$ cat src/rtl/dmab_pkg.sv
package dmab_pkg;
  typedef enum logic [2:0] {
    ST_IDLE  = 3'd0,
    ST_XWAIT = 3'd1,
    ST_XDRV  = 3'd2,
    ST_XMID  = 3'd3,
    ST_XDONE = 3'd4,
    ST_IWAIT = 3'd5,
    ST_IWR   = 3'd6,
    ST_IREL  = 3'd7
  } dmab_state_t;

  // Advance a ring pointer: low ring_w bits wrap, upper bits frozen.
  function automatic logic [63:0] ring_next(input logic [63:0] p, input int ring_w);
    logic [63:0] lo_mask;
    lo_mask = (64'd1 << ring_w) - 64'd1;
    return (p & ~lo_mask) | ((p + 64'd1) & lo_mask);
  endfunction
endpackage

$ cat src/rtl/dmab_addr_latch.sv
module dmab_addr_latch #(
  parameter int ADDR_W = 24
) (
  input  logic              clk,
  input  logic              rst_n,
  input  logic              stb,
  input  logic [ADDR_W-1:0] addr_in,
  input  logic              rd_in,
  output logic [ADDR_W-1:0] addr_q,
  output logic              rd_q
);
  always_ff @(posedge clk) begin
    if (!rst_n) begin
      addr_q <= '0;
      rd_q   <= 1'b0;
    end else if (stb) begin
      addr_q <= addr_in;
      rd_q   <= rd_in;
    end
  end

  assert_latch_addr_R2: assert property (@(posedge clk) disable iff (!rst_n)
    stb |=> (addr_q == $past(addr_in)) && (rd_q == $past(rd_in)));
  assert_latch_hold_R2: assert property (@(posedge clk) disable iff (!rst_n)
    !stb |=> $stable(addr_q) && $stable(rd_q));
endmodule

$ cat src/rtl/dmab_ring_ptr.sv
module dmab_ring_ptr #(
  parameter int ADDR_W = 24,
  parameter int RING_W = 8
) (
  input  logic              clk,
  input  logic              rst_n,
  input  logic              load,
  input  logic [ADDR_W-1:0] base,
  input  logic              adv,
  output logic [ADDR_W-1:0] ptr
);
  import dmab_pkg::*;
  localparam int HI_W = ADDR_W - RING_W;

  logic [63:0] nxt_wide;
  assign nxt_wide = ring_next(64'(ptr), RING_W);

  always_ff @(posedge clk) begin
    if (!rst_n)    ptr <= '0;
    else if (load) ptr <= base;
    else if (adv)  ptr <= nxt_wide[ADDR_W-1:0];
  end

  assert_ring_upper_R10: assert property (@(posedge clk) disable iff (!rst_n)
    (adv && !load) |=> (ptr[ADDR_W-1:RING_W] == $past(ptr[ADDR_W-1:RING_W])));
  assert_ring_low_R10: assert property (@(posedge clk) disable iff (!rst_n)
    (adv && !load) |=> (ptr[RING_W-1:0] == RING_W'($past(ptr[RING_W-1:0]) + 1'b1)));
  assert_ring_load_R10: assert property (@(posedge clk) disable iff (!rst_n)
    load |=> (ptr == $past(base)));
  if (HI_W < 1) begin : g_bad
    initial $display("dmab_ring_ptr: ADDR_W must exceed RING_W");
  end
endmodule

$ cat src/rtl/dmab_fsm.sv
module dmab_fsm (
  input  logic clk,
  input  logic rst_n,
  input  logic hold_req,
  input  logic data_stb,
  input  logic irq_sync,
  input  logic seq_fetch,
  input  logic bus_gnt,
  output logic hold_ack,
  output logic bus_req,
  output logic drive_x,
  output logic drive_i,
  output logic done_x,
  output logic ptr_adv
);
  import dmab_pkg::*;
  dmab_state_t st, st_nx;

  // named events for checks
  logic post_start, xfer_start, waiting;
  assign post_start = (st == ST_IDLE) && irq_sync && seq_fetch;
  assign xfer_start = (st == ST_IDLE) && !post_start && data_stb && hold_ack;
  assign waiting    = (st == ST_XWAIT) || (st == ST_IWAIT);

  always_comb begin
    st_nx = st;
    case (st)
      ST_IDLE:  if (post_start) st_nx = ST_IWAIT;
                else if (xfer_start) st_nx = ST_XWAIT;
      ST_XWAIT: if (bus_gnt) st_nx = ST_XDRV;
      ST_XDRV:  st_nx = ST_XMID;
      ST_XMID:  st_nx = ST_XDONE;
      ST_XDONE: if (!data_stb) st_nx = ST_IDLE;
      ST_IWAIT: if (bus_gnt) st_nx = ST_IWR;
      ST_IWR:   st_nx = ST_IREL;
      ST_IREL:  st_nx = ST_IDLE;
      default:  st_nx = ST_IDLE;
    endcase
  end

  always_ff @(posedge clk) begin
    if (!rst_n) begin
      st       <= ST_IDLE;
      hold_ack <= 1'b0;
    end else begin
      st       <= st_nx;
      hold_ack <= hold_req;
    end
  end

  assign bus_req = waiting || (st == ST_XDRV) || (st == ST_XMID) || (st == ST_IWR);
  assign drive_x = (st == ST_XDRV) || (st == ST_XMID);
  assign drive_i = (st == ST_IWR);
  assign done_x  = (st == ST_XDONE);
  assign ptr_adv = (st == ST_IREL);

  assert_hack_fall_R1: assert property (@(posedge clk) disable iff (!rst_n)
    $fell(hold_ack) |-> !$past(hold_req));
  assert_req_hold_R3: assert property (@(posedge clk) disable iff (!rst_n)
    (waiting && !bus_gnt) |=> bus_req && !drive_x && !drive_i);
  assert_drive_after_gnt_R4: assert property (@(posedge clk) disable iff (!rst_n)
    $rose(drive_x || drive_i) |-> $past(bus_gnt));
  assert_ready_no_req_R5: assert property (@(posedge clk) disable iff (!rst_n)
    done_x |-> !bus_req && !drive_x);
  assert_ready_drop_R7: assert property (@(posedge clk) disable iff (!rst_n)
    (done_x && !data_stb) |=> !done_x && !bus_req);
  assert_post_first_R11: assert property (@(posedge clk) disable iff (!rst_n)
    post_start |=> !drive_x && bus_req);
  assert_release_R9: assert property (@(posedge clk) disable iff (!rst_n)
    drive_i |=> !bus_req && ptr_adv);
  assert_excl: assert property (@(posedge clk) disable iff (!rst_n)
    $onehot0({drive_x, drive_i, done_x, ptr_adv}));
endmodule

$ cat src/rtl/dma_ring_bridge.sv
module dma_ring_bridge #(
  parameter int ADDR_W = 24,
  parameter int DATA_W = 16,
  parameter int RING_W = 8
) (
  input  logic              clk,
  input  logic              rst_n,
  input  logic              hold_req,
  output logic              hold_ack,
  input  logic              addr_stb,
  input  logic [ADDR_W-1:0] ctl_addr,
  input  logic              ctl_rd,
  input  logic              data_stb,
  input  logic [DATA_W-1:0] ctl_wdata,
  output logic [DATA_W-1:0] ctl_din,
  output logic              ctl_ready,
  input  logic              irq_sync,
  input  logic              seq_fetch,
  input  logic [DATA_W-1:0] stat_word,
  input  logic              base_we,
  input  logic [ADDR_W-1:0] base_addr,
  output logic              bus_req,
  input  logic              bus_gnt,
  output logic              bus_drive,
  output logic              bus_we,
  output logic [ADDR_W-1:0] bus_addr,
  output logic [DATA_W-1:0] bus_wdata,
  input  logic [DATA_W-1:0] bus_rdata
);
  logic [ADDR_W-1:0] lat_addr, ring_ptr;
  logic lat_rd, drive_x, drive_i, done_x, ptr_adv;

  dmab_addr_latch #(.ADDR_W(ADDR_W)) u_latch (
    .clk(clk), .rst_n(rst_n), .stb(addr_stb), .addr_in(ctl_addr),
    .rd_in(ctl_rd), .addr_q(lat_addr), .rd_q(lat_rd));

  dmab_ring_ptr #(.ADDR_W(ADDR_W), .RING_W(RING_W)) u_ring (
    .clk(clk), .rst_n(rst_n), .load(base_we), .base(base_addr),
    .adv(ptr_adv), .ptr(ring_ptr));

  dmab_fsm u_fsm (
    .clk(clk), .rst_n(rst_n), .hold_req(hold_req), .data_stb(data_stb),
    .irq_sync(irq_sync), .seq_fetch(seq_fetch), .bus_gnt(bus_gnt),
    .hold_ack(hold_ack), .bus_req(bus_req), .drive_x(drive_x),
    .drive_i(drive_i), .done_x(done_x), .ptr_adv(ptr_adv));

  assign bus_drive = drive_x || drive_i;
  assign bus_we    = drive_i || (drive_x && !lat_rd);
  assign bus_addr  = drive_i ? ring_ptr : (drive_x ? lat_addr : '0);
  assign bus_wdata = drive_i ? stat_word : ((drive_x && !lat_rd) ? ctl_wdata : '0);
  assign ctl_ready = done_x;
  assign ctl_din   = (done_x && lat_rd) ? bus_rdata : '0;

  assert_rd_route_R6: assert property (@(posedge clk) disable iff (!rst_n)
    !ctl_ready |-> (ctl_din == '0));
  assert_post_write_R8: assert property (@(posedge clk) disable iff (!rst_n)
    (bus_drive && bus_addr == ring_ptr && !drive_x) |-> bus_we);
endmodule

$ cat config.mk
export PLATFORM = sky130hd
export DESIGN_NAME = dma_ring_bridge
export DESIGN_NICKNAME = d
export VERILOG_FILES = /design/src/rtl/dmab_pkg.sv /design/src/rtl/dmab_addr_latch.sv /design/src/rtl/dmab_ring_ptr.sv /design/src/rtl/dmab_fsm.sv /design/src/rtl/dma_ring_bridge.sv
export SDC_FILE = /design/constraint.sdc
export NUM_CORES = 1
export LEC_CHECK = 0
export BUFFER_PORTS_ARGS = -buffer_cell sky130_fd_sc_hd__buf_2
export CAP_MARGIN = 20
export CORE_MARGIN = 3
export CORE_UTILIZATION = 44
export CTS_BUF_LIST = sky130_fd_sc_hd__clkbuf_4 sky130_fd_sc_hd__clkbuf_8
export CTS_CLUSTER_DIAMETER = 60
export DETAILED_ROUTE_END_ITERATION = 8
export PLACE_DENSITY = 0.82
export SYNTH_ARGS = -nofsm -noshare
export SYNTH_HDL_FRONTEND = slang
export SYNTH_SLANG_ARGS = --single-unit
export TNS_END_PERCENT = 10
$ cat constraint.sdc
create_clock -name clk -period 2.1 [get_ports clk]
set_clock_uncertainty 0.05 [all_clocks]
set_input_delay 0.21 -clock clk [delete_from_list [all_inputs] [get_ports clk]]
set_output_delay 0.21 -clock clk [all_outputs]
set_load 0.02 [all_outputs]
==> Word level (Yosys, flattened, before mapping) <==
Cells that the tools add are included.
{ "op_classes": {"mul": 0, "n_bitwise": 1, "n_div": 0, "n_shift": 0, "n_reduce_logical": 19, "eq_ne": 11, "addsub": 1, "n_mux": 13, "order_cmp": 0} }
{ "ops": {"columns": ["operator", "n"], "rows": [
  ["$mux W24", 4],
  ["$mux W16", 3],
  ["$or A24 B8 Y24", 1],
  ["$pmux W3 S8", 1],
  ["$mux W3", 5],
  ["$eq A3 B3 Y1 const B", 4],
  ["$add A8 B1 Y8 const B", 1],
  ["$logic_and A1 B1 Y1", 7],
  ["$logic_or A1 B1 Y1", 7],
  ["$eq A3 B2 Y1 const B", 2],
  ["$ne A2 B2 Y1 const B", 3],
  ["$reduce_and A4 Y1", 1],
  ["$eq A3 B1 Y1 const B", 1],
  ["$logic_not A3 Y1", 1],
  ["$ne A3 B1 Y1 const B", 1],
  ["$logic_not A1 Y1", 2],
  ["$reduce_bool A2 Y1", 1]
]} }
{ "word_totals": {"ram_bits": 0, "reg_bits": 53, "wordCells": 50, "latchBits": 0, "output_inout_bits": 61, "mem_count": 0, "input_bits": 106, "rom_bits": 0} }

==> Depth between registers and ports, before layout <==
Gate-level depths: netlist of the first run.
{ "depth": {"ltp_word": 10, "depth_mapped": 6, "mapped_depth_nobuf": 4} }

==> By module <==
A second synthesis of the first run with hierarchy kept.
{ "hier_totals": {"hier_cells": 329, "area_unflattened_um2": 2990.4} }
{ "modules_own_cells": {"columns": ["module", "cells_each", "instances", "area_per_inst_um2", "seq_area_each_um2"], "rows": [
  ["dmab_ring_ptr", 104, 1, 1029.7, 480.5],
  ["dmab_addr_latch", 80, 1, 965.9, 500.5],
  ["dma_ring_bridge", 104, 1, 660.6, 0.0],
  ["dmab_fsm", 41, 1, 334.1, 80.1]
]} }

==> Worst setup path before layout of the first run <==
No wires, ideal clock.
{ "synth_timing": {"path_kind": "register -> output", "startpoint": "register u_fsm.st[0]", "endpoint": "output port bus_wdata[10]", "arrival_ns": 1.339, "stages_incl_launch_ff": 7, "path_slack_ns": 0.501, "n_path_buf": 3, "required_time_ns": 1.840, "path_cell_list": "dfxtp_1 > buf_4 > inv_1 > and3_1 > clkbuf_1 > buf_1 > a22o_1"} }
{ "synth_via": {"elab_chain_len": 5, "word_cells_on_any_way": 7, "cone_classes": "3 x eq/ne; 2 x mux; 2 x reduce/logical"} }
{ "synth_lines": {"columns": ["element", "line", "rtl"], "rows": [
  ["start: declaration", "dmab_fsm.sv:17", "dmab_state_t st, st_nx;"],
  ["start signal: assignment", "dmab_fsm.sv:46", "st <= st_nx;"],
  ["$eq A3 B2 Y1", "dmab_fsm.sv:52", "assign drive_x = (st == ST_XDRV) || (st == ST_XMID);"],
  ["$logic_or A1 B1 Y1", "dmab_fsm.sv:52", null],
  ["$logic_and A1 B1 Y1", "dma_ring_bridge.sv:50", "assign bus_wdata = drive_i ? stat_word : ((drive_x && !lat_rd) ? ctl_wdata : '0);"],
  ["$mux W16", "dma_ring_bridge.sv:50", null],
  ["$mux W16 *", "dma_ring_bridge.sv:50", null],
  ["end: declaration", "dma_ring_bridge.sv:27", "output logic [DATA_W-1:0] bus_wdata,"]
]} }
Mark *: on every way between the ends. The rest lies on a longest branch, timed or not.

==> Final worst setup path of the first run <==
{ "layout_timing": {"startpoint": "register u_fsm.st[0]", "endpoint": "output port bus_we"} }
{ "layout_via": {"elab_chain_len": 4, "word_cells_on_any_way": 6, "cone_classes": "3 x eq/ne; 3 x reduce/logical"} }
{ "layout_lines": {"columns": ["element", "line", "rtl"], "rows": [
  ["$eq A3 B2 Y1", "dmab_fsm.sv:52", null],
  ["$logic_or A1 B1 Y1", "dmab_fsm.sv:52", null],
  ["$logic_and A1 B1 Y1", "dma_ring_bridge.sv:48", "assign bus_we = drive_i || (drive_x && !lat_rd);"],
  ["$logic_or A1 B1 Y1 *", "dma_ring_bridge.sv:48", null],
  ["end: declaration", "dma_ring_bridge.sv:25", "output logic bus_we,"]
]} }
Marked as above.

==> results of run 1 <==
## area by class of cell
type	instances	area share
multi-input combinational	198	0.4132
sequential	53	0.2908
timing repair buffer	174	0.2433
tap	72	0.02461
clock buffer	6	0.02085
clock inverter	2	0.004101
inverter	3	0.003076
## through the flow
stage	hold WS, ns	utilization
after floorplan	0.2873	-
after global placement	0.3676	0.6209
after detailed placement	0.3763	0.6209
after CTS	0.06671	0.6368
after global routing	0.07469	0.6375
final	0.07758	0.6375
## placed cells by master (no fill, tap or decap), drive strengths merged
| cell | count |
|---|---|
| or3 | 3 |
| a41o | 1 |
| nand4 | 2 |
| clkinvlp | 2 |
| clkbuf | 6 |
| nand4bb | 1 |
| o311a | 2 |
| nand3 | 4 |
| o21ai | 12 |
| buf | 174 |
| a21boi | 2 |
| xor2 | 2 |
| and2 | 18 |
| or4 | 2 |
| or2 | 1 |
| nand2b | 1 |
| and2b | 1 |
| and3 | 2 |
| mux2i | 42 |
| inv | 3 |
| ha | 1 |
| a22o | 40 |
| o41ai | 1 |
| o311ai | 1 |
| nor2b | 44 |
| nand3b | 1 |
| a21oi | 4 |
| nor2 | 1 |
| o31ai | 1 |
| dfxtp | 53 |
| a31oi | 4 |
| nand2 | 4 |
## per-layer routing
metal,up-vias,track usage
li1,1316,-
met1,1226,0.2349
met2,110,0.4335
met3,15,0.04024
met4,0,0.08921
met5,-,0
## sequential cells by signal, summed over array words and instances, names as in the netlist
register        count
u_latch.addr_q     24
u_ring.ptr         24
u_fsm.st            3
u_fsm.hold_ack      1
u_latch.rd_q        1
## where the power goes
group / switching, uW / internal, uW / leakage, uW
Clock: 326 / 249 / 0.0000408
Sequential: 58.0 / 1070 / 0.000439
Combinational: 220 / 212 / 0.00142
Total: 604 / 1530 / 0.00190
## critical path, stage by stage (launching register included)
cell and delay, ns:
sky130_fd_sc_hd__dfxtp_2 0.43, sky130_fd_sc_hd__inv_1 0.09, sky130_fd_sc_hd__and3_1 0.16, sky130_fd_sc_hd__buf_4 0.21, sky130_fd_sc_hd__or2_2 0.31, sky130_fd_sc_hd__buf_2 0.16
## cells by family (layout without fill, tap and decap cells)
group                    Yosys count  after routing  synth area share
AND/OR/NAND/NOR                   85             85            0.1978
XOR/XNOR                           2              2          0.006456
adder cells (fa/ha/maj)            1              1          0.004610
multiplexers                      42             42            0.1549
buffers and inverters             29            185           0.05164
flip-flops                        53             53            0.3910
AO/OA/AOI/OAI                     68             68            0.1936
## path summary, 6_finish.rpt
kind / startpoint / end / slack [ns] / cells after the start
min: hold_req / u_fsm.hold_ack / 0.08 / 2
min reg2reg: u_latch.addr_q[21] / u_latch.addr_q[21] / 0.48 / 2
max reg2reg: u_fsm.st[1] / u_ring.ptr[7] / 0.57 / 3
max: u_fsm.st[0] / bus_we / 0.19 / 5
==> results.md, run 1 <==
- The placement-stage worst setup slack is 0.3876 ns.
- Setup repair after global routing left no endpoint under its margin.
- Routability-driven placement finished with a final weighted congestion of 0.9762.
- The number of instances resized during post-cts repair is 0.
- Counting every net in the synthesized netlist gives 387.
- The synthesized area divided by synthesized cell count is 9.692 um^2.
- In the final routed layout, each cell accounts on average for 16.31 um.
- The worst-path maximum fanout is 23.
- The iteration count of the initial detailed-routing pass is 4.
- The finished cells cover 0.003661 mm^2.
- The startpoint kind of the worst setup timing path is a register.
- The area of the die is between 0.007 and 0.008 mm^2.
- The layout has 507 filler cells.
- In the final timing run, aggregate negative setup slack is 0 ns.
- Based on the critical path, the design can be clocked at up to around 520 MHz.
- In the detailed route, the total length drawn on met3 is about 560 um.
- Dividing the final minimum period by the clock period gives 0.9105.
- The multi-input combinational cells in the finished layout cover a total of 0.001513 mm^2.
- The synthesis-stage register bit count is 53.
- The core area is 0.005743 mm^2.
- In the post-route analysis, the smallest setup slack over all paths is 0.1879 ns.
- Of the synthesized area, sequential elements account for 0.3910.
- The maximum ir drop on the vdd rail is 0.3473 mV.
- The detailed placer's ending HPWL is 6462 um.
- The cell count after synthesis is 280.
- The root buffer cell chosen for the clock tree is sky130_fd_sc_hd__clkbuf_8.
- The register cell area after layout is between 0.001 and 0.0015 mm^2.
- Power comes to 2137 uW.
- The combined global-route utilization of all metal layers is 0.2239.
- The wire length on met2 is approximately 4400 um.
- For the worst setup path, the data required time is 1.84 ns.
- Once placement completed, the tool counted placed cells totaling 500.
- For the pin with the worst max-slew slack, the measured transition is 0.4408 ns.
- Counting along the longest clock path gives a buffer depth of 2.
- The count of non-filler cells in the finished layout is a little over 500.
- Of the post-synthesis cell area, the dominant cell type holds 0.3910.
- After global routing the overflow that remains totals 0.
- Setup violations remaining at the end of the flow were counted as 0.
- The cell row count is 27.
- The pin count of the biggest net entering global routing is 40.
- Among all flip-flop cells after synthesis, the most frequent one is sky130_fd_sc_hd__dfxtp_1.
- The most used standard cell by instance count after synthesis is sky130_fd_sc_hd__dfxtp_1.
- The routed length on met1 is 3114 um.
- The power per cell area is a little under 600 mW/mm^2.
- The run finished with clean final reports.
- For this design the top-level I/O count stands at 167.
- The H-tree generated during clock tree synthesis spans 2 levels.
- In the post-synthesis netlist, the biggest area contributors are sky130_fd_sc_hd__dfxtp_1, sky130_fd_sc_hd__mux2i_1, sky130_fd_sc_hd__a22o_1.
- The floorplan die height is 84.54 um.
- After clock tree synthesis, the clock-pin slew on the worst setup and hold paths is 0.08 ns.
- The count of inserted antenna diode cells is 0.
- Buffers inserted during clock tree synthesis total 5.
- The highest layer touched by signal routing is met4.
- The final critical-path required period is 1.912 ns.
- The number of global-route vias before repair is between 2000 and 3000.
- The tightest min-delay check is of the in -> reg type.
- The routed layout has between 2000 and 3000 vias.
- The total placed instance area is 0.003566 mm^2.
- The count of input and output buffers is 166.
- The number of library cell types mapped by synthesis is 35.
- For this run, asynchronously set or reset flops after synthesis account for 0.
- At the later pin of the worst-skew pair, clock insertion delay measures between 0.2 and 0.3 ns.
- After detailed routing, the number of remaining DRC violations is 0.
- Dividing the detail-routed via count by the number of cells gives 5.250.
- For this design, the CTS-stage hold fixing added 0 buffers.
- The number of buffers added for setup after CTS is 0.
- The static leakage is 0.001899 uW.
- The final layout net count is 542.
- The horizontal extent of the die is roughly 85 um.
- The clock tree from TritonCTS is done.
- In this run, the number of DRC markers left after iteration 0 of detailed routing was between 80 and 90.
- The number of flops mapped to enable cells by yosys is 0.
- The count of yosys warnings during synthesis is 0.
- The number of max-cap violations is 0.
- Counting every sink on the clock net gives between 50 and 60.
- The final-report max-slew violation count was 0.
- STA puts the critical path data arrival time at 1.65 ns.
- The synthesized design spends more area on one cell type than any other, namely sky130_fd_sc_hd__dfxtp_1.
- By startpoint and endpoint, the worst setup path is classified as reg -> out.
- The initial standard-cell utilization of the core is 0.4725.
- Sorting the synthesized cells by how often they occur yields sky130_fd_sc_hd__dfxtp_1, sky130_fd_sc_hd__nor2b_1, sky130_fd_sc_hd__mux2i_1.
- Summed over all layers, the routed wires come to 8284 um.
- The worst slew margin relative to its limit is 0.7062.
- The initial antenna violation count is 0.
- The final hold violation count was 0.
- The cell area after synthesis is 0.002714 mm^2.
- The worst setup path is captured at an output pin.
- The area growth from synthesis to layout is 34.90%.
- The count of nets left with antenna violations once routing finished came out at 0.
- The fraction of final layout cells sized beyond drive strength 1 is 0.4289.
- The wire length of the first global-routing pass is 12940 um.
Note: power is estimated with default switching activity, not from simulation.
==> run 2: changes to the inputs <==
- clock period: 2.1 -> 1.9 ns (I/O delays scaled with it)
==> results.md, run 2 (synthesis results as in run 1) <==
- The later pin in the worst-skew pair is clocked with a latency of 0.29 ns.
- The clock slew seen by the registers of the worst setup and hold paths is 0.09 ns.
- The clock period could shrink to 1.869 ns.
- The count of non-filler cells in the finished layout is 510.
- For this run, global-route usage on met3 was measured as 0.05201.
- The share of the core filled with cells is 0.6444.
- The worst-path maximum fanout is 13.
- The critical path class is reg -> out.
- In this run, the number of DRC markers left after iteration 0 of detailed routing was between 50 and 60.
- The final hold violation count came to 0.
- The worst hold path passes through 2 cells.
- For this configuration, the core starts out at a cell density of 0.4725.
- Walking the worst path, the cells encountered are buf_4, and3_1, buf_4, a22o_4, buf_2.
- The register cell area after layout is 0.001069 mm^2.
- The number of nets with antenna violations after detailed routing is 0.
- The final-report max-slew violation count is 0.
- The number of placed instances, taps included, is 500.
- The wire length of the first global-routing pass is 13260 um.
- The most common cell type on the critical path is sky130_fd_sc_hd__buf_4.
- For this block, the via count after detailed routing is around 2700.
- The global-route track usage on met2 is 0.4242.
- The H-tree was split into 2 levels.
- Timing would allow up to around 540 MHz.
- Buffers placed on the I/O ports in this run total 166.
- The fraction of final layout cells sized beyond drive strength 1 is 0.4335.
- Entering global routing, the biggest net connects 40 pins.
- The worst path required time is ~1.7 ns.
- The vias per cell is 5.253.
- The number of setup violations in the final report is 0.
- The analysis attributes to cell leakage a power of 0.001908 uW.
- The worst min-delay path class is in -> reg.
- Counting buffers and inverters, the worst setup path is 5 cells deep.
- TritonCTS built the clock tree.
- Across every metal layer, demand over resource in global routing totals 0.2260.
- The final instance area is 0.003701 mm^2.
- The maximum clock insertion buffer count is 2.
- The number of max-cap violations is 0.
- The worst-case IR drop observed on VDD is 0.4484 mV.
- The number of buffer and inverter stages on the critical path is 3.
- The most heavily used metal layer in global routing is met2.
- The filler cells instantiated in the layout total 498.
- The number of global-route vias before repair is roughly 2900.
- The floorplan has 27 rows.
- The final weighted congestion in routability-driven placement is 0.8482.
- The detailed placer's ending HPWL is 6354 um.
- The longest individual stage delay on the worst path is around 0.32 ns.
- The area growth from synthesis to layout is 36.38%.
- The cell with the biggest individual delay on the critical path is sky130_fd_sc_hd__dfxtp_1.
- For this run, the post-layout net count is 542.
- Leaving out fill and tap cells, the most frequent cells in the layout are sky130_fd_sc_hd__buf_2, sky130_fd_sc_hd__dfxtp_1, sky130_fd_sc_hd__nor2b_1, sky130_fd_sc_hd__mux2i_1, sky130_fd_sc_hd__a22o_1.
- In the final routed layout, each cell accounts on average for around 16 um.
- The root buffer cell is sky130_fd_sc_hd__clkbuf_8.
- The critical path data arrival time is 1.63 ns.
- The total placed instance area is 0.003566 mm^2.
- Dividing the final minimum period by the clock period gives 0.9836.
- The iteration count of the initial detailed-routing pass is 4.
- The number of clock buffers added by TritonCTS is 5.
- Measured in cells, the most critical reg-to-reg path has a length of 4.
- The post-route DRC violation count is 0.
- The floorplan die height is 84.54 um.
- After layout, the worst setup slack is a little over 0.03 ns.
- The die is about 85 um wide.
- The initial antenna violation count came to 2.
- The core area is 0.005743 mm^2.
- The area occupied by multi-input gates is about 0.0015 mm^2.
- Leaving out fill and tap cells, the most frequent cell in the layout is sky130_fd_sc_hd__buf_2.
- The total number of clock tree sinks is 53.
- The category of the worst setup path capture point is an output pin.
- The total grt overflow is 0.
- The total wire length after detailed routing is 8274 um.
- The run finished with clean final reports.
- The global routing usage on met1 is 0.2477.
- The power per cell area is 643.1 mW/mm^2.
- The placement-stage worst setup slack is 0.1718 ns.
- The transition time at the pin with the least slew margin is 0.4565 ns.
- The worst slew margin relative to its limit is 0.6956.
- The largest registers in the layout are u_latch.addr_q: 24 flops, u_ring.ptr: 24 flops, u_fsm.st: 3 flops.
- Pin placement for this block handled around 170 I/O pins.
- The die covers 0.007146 mm^2.
- The final sum of negative setup slack is 0 ns.
- In this design, the largest share of critical-path delay is due to buffers and inverters.
- The post-cts hold buffer count is 0.
- The worst setup path is launched from a register.
- Setup repair after global routing could not meet its margin everywhere.
run 2: changes by cell type in the layout (fill, tap and decap cells not counted), sizes merged:
| cell | change |
|---|---|
| diode | +2 |
run 2: power by group:
group | leakage (uW) | internal, uW | switching [uW]
Combinational | 0.00143 | 241 | 251
Sequential | 0.000440 | 1180 | 59.2
Clock | 0.0000409 | 275 | 371
run 2: path summary, 6_finish.rpt:
path                                    startpoint                 end  slack (ns)
worst min register to register  u_latch.addr_q[12]  u_latch.addr_q[12]        0.48
worst max register to register         u_fsm.st[2]       u_ring.ptr[7]        0.34
worst min-delay path                      hold_req      u_fsm.hold_ack        0.05
worst max-delay path                   u_fsm.st[2]       bus_wdata[15]        0.03
run 2: final cells by class:
| class | instances | area share |
|---|---|---|
| Clock buffer | 6 | 0.02062 |
| Tap cell | 72 | 0.02434 |
| Multi-Input combinational cell | 198 | 0.4121 |
| Timing Repair Buffer | 174 | 0.2458 |
| Clock inverter | 2 | 0.004057 |
| Antenna cell | 2 | 0.001352 |
| Inverter | 3 | 0.003043 |
| Sequential cell | 53 | 0.2887 |
run 2: stage by stage:
stage / power (uW) / hold WS (ns)
5_1_grt: 2502 / 0.03533
3_5_place_dp: 1753 / 0.3572
3_3_place_gp: 1738 / 0.3444
2_1_floorplan: 1553 / 0.2673
6_report: 2380 / 0.04806
4_1_cts: 2387 / 0.04640
run 2: repair_timing:
action	in CTS	in global routing
endpoints found under the hold margin	0	0
gates resized for setup	5	7
buffers inserted	0	0
gates cloned	0	0
endpoints found under the setup margin	57	48
run 2: per-layer routing:
| metal | up-vias | share of wire |
|---|---|---|
| li1 | 1322 | - |
| met1 | 1242 | 0.38 |
| met5 | - | 0 |
| met4 | 0 | 0.018 |
| met3 | 10 | 0.069 |
| met2 | 105 | 0.53 |
==> run 3: changes to the inputs <==
- CORE_ASPECT_RATIO: default -> 1.2
- CORE_MARGIN: 3 -> default
- SKIP_LAST_GASP: default -> 1
==> results.md, run 3 (synthesis results as in run 1) <==
- The commonest non-fill, non-tap cell in the layout is sky130_fd_sc_hd__buf_2.
- Entering global routing, the biggest net connects 33 pins.
- The critical path data arrival time is approximately 1.7 ns.
- In this run, post-CTS hold repair placed 0 buffers.
- Excluding fillers, the count of instances in the completed layout stands at 520.
- The cell that appears most often on the critical path is sky130_fd_sc_hd__buf_6.
- The most heavily used metal layer in global routing is met2.
- Summing over every cut layer, the via total after detailed routing is ~2700.
- The clock latency at the later pin of the worst-skew pair is about 0.31 ns.
- The maximum frequency from static timing analysis is 529.9 MHz.
- The initial antenna violation count is 0.
- The number of nets with antenna violations after detailed routing is 0.
- The final layout net count is between 500 and 600.
- The core region is 0.005818 mm^2.
- Clock-pin slew was measured on the worst setup and hold paths at 0.09 ns.
- Setup repair after global routing could not meet its margin everywhere.
- The number of H-tree levels is 2.
- The worst-case IR drop observed on VDD is 0.4582 mV.
- For this design the static power due to leakage is 0.001952 uW.
- On the worst path, the slowest cell contributes a delay of 0.34 ns.
- The vias per cell is just over 5.
- The startpoint kind of the worst setup timing path is a register.
- After detailed routing, the number of remaining DRC violations is 0.
- The detailed placer's ending HPWL is between 5000 and 6000 um.
- The combined global-route utilization of all metal layers is 0.2301.
- The number of top-level pins is between 150 and 200.
- The global routing usage on met1 is 0.2417.
- After layout, the minimum clock period comes to 1.887 ns.
- The cell row count is 30.
- The worst setup path is of the reg -> out kind.
- The worst slew margin relative to its limit is 0.6856.
- Timing analysis after detailed placement gives a worst setup slack of between 0.2 and 0.25 ns.
- The cell with the biggest individual delay on the critical path is sky130_fd_sc_hd__dfxtp_2.
- Power spread over the standard cell area amounts to 652.7 mW/mm^2.
- For the pin with the worst max-slew slack, the measured transition is ~0.47 ns.
- The final hold violation count is 0.
- The horizontal extent of the die is 73.69 um.
- In this run, placement finished with an instance count of a little over 500.
- Routability-driven placement finished with a final weighted congestion of 0.7819.
- The number of clock buffers added by TritonCTS is 5.
- The fraction of final layout cells sized beyond drive strength 1 is 0.4409.
- The root buffer cell is sky130_fd_sc_hd__clkbuf_8.
- The clock drives 53 sinks.
- The detailed router finished its first iteration with 84 violations.
- The final-report max-slew violation count is 0.
- The total wire length after detailed routing is 7842 um.
- The initial standard-cell utilization of the core is 0.4665.
- The total overflow left after global routing is 0.
- The number of global-route vias before repair was 2420.
- The maximum clock insertion buffer count is 2.
- The floorplan step defined a die boundary enclosing 0.006487 mm^2.
- The worst min-delay path class is in -> reg.
- The largest registers in the layout are u_latch.addr_q: 24 flops, u_ring.ptr: 24 flops, u_fsm.st: 3 flops.
- The detailed-route wire length per cell is 15.08 um.
- The run finished with clean final reports.
- STA classifies the critical path endpoint as an output pin.
- On the critical path the largest part of the delay comes from simple AND/OR/NAND/NOR gates.
- The met3 track demand over resource is 0.03452.
- The global-route track usage on met2 is 0.4479.
- The number of setup violations in the final report is 0.
- The die is 88.03 um tall.
- Traced cell by cell, the critical path runs through buf_6, and2b_1, nor2b_4, buf_6, or2_2, buf_4.
- The number of buffers added for setup after CTS is 0.
- The number of filler instances in the final layout is 505.
- The share of the clock period used by the worst path after layout is 0.9933.
- The count of inserted antenna diode cells is 0.
- Across the run, the number of max-cap violations was 0.
- TritonCTS built the clock tree.
- The worst path required time is 1.66 ns.
- The first TritonRoute pass finished after 4 iterations.
- The count of input and output buffers is 166.
- The minimum setup slack in the final design is 0.01275 ns.
- The number of buffer and inverter stages on the critical path is 3.
- In this run the worst path has a maximum fanout of 12.
- The first global-routing pass estimated 11260 um of wire.
- The layout-stage area growth over the synthesis result is 39.79%.
- The library cells used most frequently in the layout, excluding fill and tap cells, are sky130_fd_sc_hd__buf_2, sky130_fd_sc_hd__dfxtp_1, sky130_fd_sc_hd__nor2b_1, sky130_fd_sc_hd__mux2i_1, sky130_fd_sc_hd__a22o_1.
==> run 3: cell count changes in the layout (fill, tap and decap cells not counted), moves of 2 or more <==
cell                         before  now
sky130_fd_sc_hd__buf_4            7   11
sky130_fd_sc_hd__buf_2          165  162
sky130_fd_sc_hd__and3_4           0    2
sky130_fd_sc_hd__buf_6            1    3
sky130_fd_sc_hd__clkbuf_8         5    7
sky130_fd_sc_hd__clkinvlp_4       2    0
sky130_fd_sc_hd__dfxtp_4          2    0
sky130_fd_sc_hd__diode_2          2    0
==> run 3: worst reg2reg max path: cells and delay by family (launching register included) <==
kind | cells | cell delay, ns
flops | 1 | 0.36
simple gates | 2 | 0.66
compound gates | 1 | 0.25
buf+inv | 1 | 0.18
==> run 3: per-layer routing <==
layer	share of wire	routed length, um
met3	0.049	381
met5	0	0
met1	0.39	3057
met4	0.024	190
met2	0.54	4213
==> run 3: final timing paths <==
check	startpoint	to	slack, ns	cells after the start
worst max-delay path	u_fsm.st[1]	bus_we	0.01	6
worst min-delay path	hold_req	u_fsm.hold_ack	0.03	2
worst max register to register	u_fsm.st[2]	u_ring.ptr[7]	0.31	4
worst min register to register	u_latch.addr_q[20]	u_latch.addr_q[20]	0.47	2
==> run 3: report_power, final <==
| part | total (uW) | internal [uW] | switching (uW) |
|---|---|---|---|
| sequential | 1230 | 1180 | 48.9 |
| clock | 718 | 337 | 380 |
| combinational | 526 | 259 | 267 |
| total | 2480 | 1780 | 696 |
==> run 3: stage by stage <==
stage               TNS [ns]    util  power [uW]  hold slack, ns  area [um^2]
finish                     0  0.6520        2476         0.03377         3794
global route          -1.233  0.6520        2593         0.03752         3794
CTS                  -0.3257  0.6441        2480         0.02879         3747
detailed placement         0  0.6228        1767          0.3528         3623
global placement           0  0.6228        1752          0.3500         3623
floorplan                  0       -        1553          0.2673         2714
==> run 3: what timing repair did <==
| item | in CTS | in global routing |
|---|---|---|
| pin swaps | 0 | 1 |
| resized for setup | 5 | 14 |
| gates cloned | 1 | 0 |
| endpoints found under the setup margin | 57 | 57 |
==> run 3: final cells by class <==
cell class                 instances  area, um^2  area share
tap                               80       100.1     0.02639
clock inverter                     1       8.758    0.002309
sequential                        53        1062      0.2800
multi-input combinational        198        1548      0.4080
timing repair buffer             178       967.2      0.2549
inverter                           3       11.26    0.002968
clock buffer                       7       96.34     0.02540
